===== src/rtl/skip_counter_pkg.sv =====
// Package: skip_counter_pkg
// Shared defaults and the action type for the skip-value counter.
// Assumes the stride is a power of two of at least 2.
package skip_counter_pkg;

    localparam int unsigned CNT_WIDTH_DEF   = 4;
    localparam int unsigned SKIP_STRIDE_DEF = 4;

    // Action chosen by the counter core for the coming edge, in priority order.
    typedef enum logic [1:0] {
        ACT_HOLD  = 2'd0,
        ACT_COUNT = 2'd1,
        ACT_LOAD  = 2'd2,
        ACT_CLEAR = 2'd3
    } cnt_action_e;

endpackage


===== src/rtl/skip_decode.sv =====
// Module: skip_decode
// Recognises a count one below a value to be removed (a nonzero multiple of
// STRIDE) and supplies the jump target, which is two above the count.
// The all-ones value wraps to zero naturally, so it is never matched.
// Assumes STRIDE is a power of two, at least 2, and not larger than 2**WIDTH.
module skip_decode #(
    parameter int unsigned WIDTH  = skip_counter_pkg::CNT_WIDTH_DEF,
    parameter int unsigned STRIDE = skip_counter_pkg::SKIP_STRIDE_DEF
) (
    input  logic [WIDTH-1:0] cnt,
    output logic             hit,
    output logic [WIDTH-1:0] jump_val
);

    localparam int unsigned     LOW_BITS = $clog2(STRIDE);
    localparam logic [WIDTH-1:0] MAX_VAL = {WIDTH{1'b1}};
    localparam logic [WIDTH-1:0] STEP2   = WIDTH'(2);

    logic low_all_ones;

    // Low bits all ones means the next value is a multiple of the stride.
    assign low_all_ones = &cnt[LOW_BITS-1:0];

    // Match and jump target; the target is zero when there is no match.
    always_comb begin
        hit      = low_all_ones && (cnt != MAX_VAL);
        jump_val = hit ? (cnt + STEP2) : '0;
    end

endmodule


===== src/rtl/skip_counter_core.sv =====
// Module: skip_counter_core
// Synchronous counter with priority clear > load > count > hold.
// The clear is active-low and acts only on a rising edge. The load and the
// count both need en.
module skip_counter_core #(
    parameter int unsigned WIDTH = skip_counter_pkg::CNT_WIDTH_DEF
) (
    input  logic             clk,
    input  logic             clr_n,
    input  logic             en,
    input  logic             ld_req,
    input  logic [WIDTH-1:0] ld_val,
    output logic [WIDTH-1:0] q
);

    import skip_counter_pkg::*;

    localparam logic [WIDTH-1:0] STEP1 = WIDTH'(1);

    cnt_action_e action;

    // Choose the action for the coming edge by fixed priority.
    always_comb begin
        if (!clr_n)
            action = ACT_CLEAR;
        else if (en && ld_req)
            action = ACT_LOAD;
        else if (en)
            action = ACT_COUNT;
        else
            action = ACT_HOLD;
    end

    // Apply the chosen action to the count register.
    always_ff @(posedge clk) begin
        case (action)
            ACT_CLEAR: q <= '0;
            ACT_LOAD:  q <= ld_val;
            ACT_COUNT: q <= q + STEP1;
            default:   q <= q;
        endcase
    end

    // a low clear at an edge leaves zero, whatever else is requested.
    assert_clear_wins_R4: assert property (@(posedge clk)
        !clr_n |=> (q == '0));

    // with the enable low, the value holds even if a load is requested.
    assert_hold_when_idle_R5: assert property (@(posedge clk) disable iff (!clr_n)
        !en |=> $stable(q));

    // an enabled load request takes the offered value on the next edge.
    assert_load_taken_R3: assert property (@(posedge clk) disable iff (!clr_n)
        (en && ld_req) |=> (q == $past(ld_val)));

endmodule


===== src/rtl/skip_counter.sv =====
// Module: skip_counter
// Top level: a counter that skips the nonzero multiples of STRIDE. It does
// this by decoding the preceding value and loading past the removed one.
// clr_n is the synchronous active-low clear and also the reset.
module skip_counter #(
    parameter int unsigned WIDTH  = skip_counter_pkg::CNT_WIDTH_DEF,
    parameter int unsigned STRIDE = skip_counter_pkg::SKIP_STRIDE_DEF
) (
    input  logic             clk,
    input  logic             clr_n,
    input  logic             en,
    output logic [WIDTH-1:0] count,
    output logic             load_strobe
);

    localparam int unsigned      LOW_BITS = $clog2(STRIDE);
    localparam logic [WIDTH-1:0] MAX_VAL  = {WIDTH{1'b1}};
    localparam logic [WIDTH-1:0] STEP1    = WIDTH'(1);

    logic             dec_hit;
    logic [WIDTH-1:0] dec_target;
    logic [WIDTH-1:0] q_int;

    // Decoder: spots the value just before a removed one.
    skip_decode #(
        .WIDTH  (WIDTH),
        .STRIDE (STRIDE)
    ) u_decode (
        .cnt      (q_int),
        .hit      (dec_hit),
        .jump_val (dec_target)
    );

    // Core: holds the count and applies clear, load or increment.
    skip_counter_core #(
        .WIDTH (WIDTH)
    ) u_core (
        .clk    (clk),
        .clr_n  (clr_n),
        .en     (en),
        .ld_req (dec_hit),
        .ld_val (dec_target),
        .q      (q_int)
    );

    // Drive the outputs from the core and the decoder.
    assign count       = q_int;
    assign load_strobe = dec_hit;

    // the count never rests on a nonzero multiple of the stride.
    assert_no_removed_value_R7: assert property (@(posedge clk) disable iff (!clr_n)
        (count[LOW_BITS-1:0] != '0) || (count == '0));

    // the all-ones value wraps to zero with no load.
    assert_wrap_at_top_R6: assert property (@(posedge clk) disable iff (!clr_n)
        (en && count == MAX_VAL) |=> (count == '0));

    // without a strobe, an enabled edge advances the count by one.
    assert_plain_step_R1: assert property (@(posedge clk) disable iff (!clr_n)
        (en && !load_strobe) |=> (count == $past(count) + STEP1));

endmodule


===== config.mk =====
export PLATFORM = sky130hd
export DESIGN_NAME = skip_counter
export DESIGN_NICKNAME = d
export VERILOG_FILES = /design/src/rtl/skip_counter_pkg.sv /design/src/rtl/skip_decode.sv /design/src/rtl/skip_counter_core.sv /design/src/rtl/skip_counter.sv
export SDC_FILE = /design/constraint.sdc
export NUM_CORES = 1
export LEC_CHECK = 0
export ABC_AREA = 1
export BUFFER_PORTS_ARGS = -buffer_cell sky130_fd_sc_hd__buf_2
export CAP_MARGIN = 20
export CORE_AREA = 4 4 41 43
export DETAILED_ROUTE_END_ITERATION = 16
export DIE_AREA = 0 0 45 47
export REMOVE_ABC_BUFFERS = 1
export SYNTH_ARGS = -nofsm -noshare
export SYNTH_HDL_FRONTEND = slang
export SYNTH_SLANG_ARGS = --single-unit

===== constraint.sdc =====
create_clock -name clk -period 1.4 [get_ports clk]
set_input_delay 0.21 -clock clk [delete_from_list [all_inputs] [get_ports clk]]
set_output_delay 0.21 -clock clk [all_outputs]
set_load 0.02 [all_outputs]

==> summary.md <==
| Metric | Value |
|---|---|
| Status | complete, no violations |
| DP HPWL | 510.7 um |
| Yosys reg bits | 4 |
| Gate Count Post-Synth | 36 |
| Netlist Area Pre-Place | 296.5 um^2 |
| Max incr delay on CP | 0.42 ns |
| H-Tree Depth | 1 |
| TritonRoute pass-1 iters | 2 |
| Ports | 8 |
| Layout cells sized above 1 | 0.4490 |
| Critical-path cell list | ha_4 -> nand2_4 -> inv_2 -> buf_6 |
| Fin crit period | 1.337 ns |
| WP data required | 1.19 ns |
| Yosys cell types | 13 |
| # rows | 13 |
| Antenna violations before repair | 0 |
| CTS Hold Buffers Added | 0 |
| DR WL met2 | 313 um |
| Final TNS setup | 0 ns |
| Clock root cell | clkbuf_4 |
| Biggest registers after layout | u_core.q x4 |
| Power Dens Cells | 944.3 nW/um^2 |
| Layout Nets | 56 |
| Total Routing Usage GR | 0.07924 |
| Final setup violating endpoints | 0 |
| Post-DRT Antenna Nets | 0 |
| WS Path Type | flop to primary output |
| Rel. slew slack | 0.8679 |
| Final Hold Fails | 0 |
| Final setup margin | 0.06263 ns |
| DR DRC count | 0 |
| Startpoint Class | flop |
| # port buffers | 7 |
| Commonest non-fill, non-tap cell in the layout | nand2_1 |
| Initial core utilization | 0.2279 |
| CP max FO | 3 |
| N_diodes | 0 |
| Top sig layer | met4 |
| Largest net degree at the start of global routing | 6 |
| Vias in the first global route | 249 |
| Most frequent cells in the layout | nand2_1, buf_2, inv_1, edfxtp_1 |
| Syn Area/Cell | 8.237 um^2 |
| CTS sink cnt | 4 |
| CTS Buf Count | 3 |
| Sequential area share after synthesis | 0.4051 |
| Dpl ws | 0.1522 ns |
| Flip-flop count of the largest register after layout | 4 |
| Slowest cell on crit path | edfxtp_1 |
| WL met3 | 48 um |
| Met1 WL | 257 um |
| Crit share post-route | 0.9553 |
| Total wire length | 653 um |
| Core Area | 1301 um^2 |
| Clock buffer depth | 2 |
| Area grow syn2layout | 40.51% |
| LEAKAGE | 0.2065 nW |
| Chip width | 45 um |
| Per-cell routed wire length | 10.20 um |
| Die Height | 47 um |
| Worst EP arrival | 1.13 ns |
| Reg with most FFs | u_core.q |
| Worst Setup End Kind | primary output |
| Worst Max-Slew Pin Slew | 0.1981 ns |
| First-pass GRT wire length | 1035 um |
| Maximum clock rate | 747.7 MHz |
| Clock transition at path regs | 0.04 ns |
| Max-cap violation count | 0 |
| Worst IR Drop VDD | 0.1626 mV |
| DRT iter0 DRCs | 2 |
| Hold crit path type | input pin to flop |
| Die area | 2115 um^2 |
| CTS tree | done |
| Layout Skew | 0.008341 ns |
| RSZ-0062 raised after global routing | no |
| Vias/cell | 4.344 |
| Max Slew Vio Count | 0 |
| Placer Congestion | 0.7735 |
| Fill cell count | 144 |
| Syn. warnings | 0 |
| Clk_lat worst skew | 0.24 ns |
| DR vias | 278 |
| Final design utilization | 0.3202 |
| Total grt overflow | 0 |
| Worst hold slack | 0.2614 ns |
==> path summary, 6_finish.rpt <==
path | startpoint | to | slack (ns) | cells after the start
hold / removal | clr_n | u_core.q[0]$_DFFE_PP_ | 0.26 | 2
setup reg to reg | u_core.q[1]$_DFFE_PP_ | u_core.q[3]$_DFFE_PP_ | 0.12 | 6
setup / recovery | u_core.q[1]$_DFFE_PP_ | load_strobe | 0.06 | 4
hold reg to reg | u_core.q[2]$_DFFE_PP_ | u_core.q[2]$_DFFE_PP_ | 0.68 | 2
==> stage by stage <==
| step | cell area [um^2] | power (mW) | cells |
|---|---|---|---|
| floorplan | 296.5 | 0.2066 | 36 |
| global placement | 357.8 | 0.2330 | 59 |
| detailed placement | 357.8 | 0.2348 | 59 |
| CTS | 390.4 | 0.3944 | 63 |
| global route | 416.7 | 0.4246 | 64 |
| finish | 416.7 | 0.3934 | 64 |
==> what timing repair did <==
action,CTS,global route
buffers inserted,1,1
pin swaps,0,2
setup endpoints to repair,1,1
gates resized for setup,1,4
==> cells in the mapped netlist (all sizes together) <==
cell type / number / share of area
nand3b: 1 / 0.025
edfxtp: 4 / 0.41
nor3: 1 / 0.034
nand3: 2 / 0.034
ha: 2 / 0.084
o21ai: 1 / 0.030
nor2: 1 / 0.038
a21oi: 1 / 0.017
inv: 6 / 0.076
nand2: 17 / 0.26
==> metal layers <==
layer,GRT usage,vias up
li1,-,141
met1,0.07110,124
met2,0.1186,8
met3,0.03448,5
met4,0.1053,0
met5,0,-
==> where the power goes <==
group / internal, mW / total [mW] / switching [mW]
sequential: 0.145 / 0.156 / 0.0114
combinational: 0.0383 / 0.0903 / 0.0520
clock: 0.0961 / 0.147 / 0.0510
==> kinds of logic (layout without fill, tap and decap cells) <==
group | after synthesis | in the layout | share of synthesized area
and+or+nand+nor | 22 | 22 | 0.3882
DFF | 4 | 4 | 0.4051
buffers and inverters | 6 | 19 | 0.07594
AOI/OAI and AO/OA | 2 | 2 | 0.04640
adders and majority gates | 2 | 2 | 0.08437
==> final cells by class <==
cell class                      count  area, um^2  share of cell area
Multi-Input combinational cell     26       168.9              0.4054
Sequential cell                     4       120.1              0.2883
Timing Repair Buffer               10       63.81              0.1532
Clock buffer                        3       22.52             0.05405
Inverter                            6       22.52             0.05405
Tap cell                           15       18.77             0.04505
==> worst max-delay path: cells and delay by family, from the launching register on <==
family | cells | cell delay [ns]
flip-flops | 1 | 0.42
adder cells (fa/ha/maj) | 1 | 0.20
buffers and inverters | 2 | 0.18
AND/OR/NAND/NOR | 1 | 0.08
(Power assumes the default switching activity.)
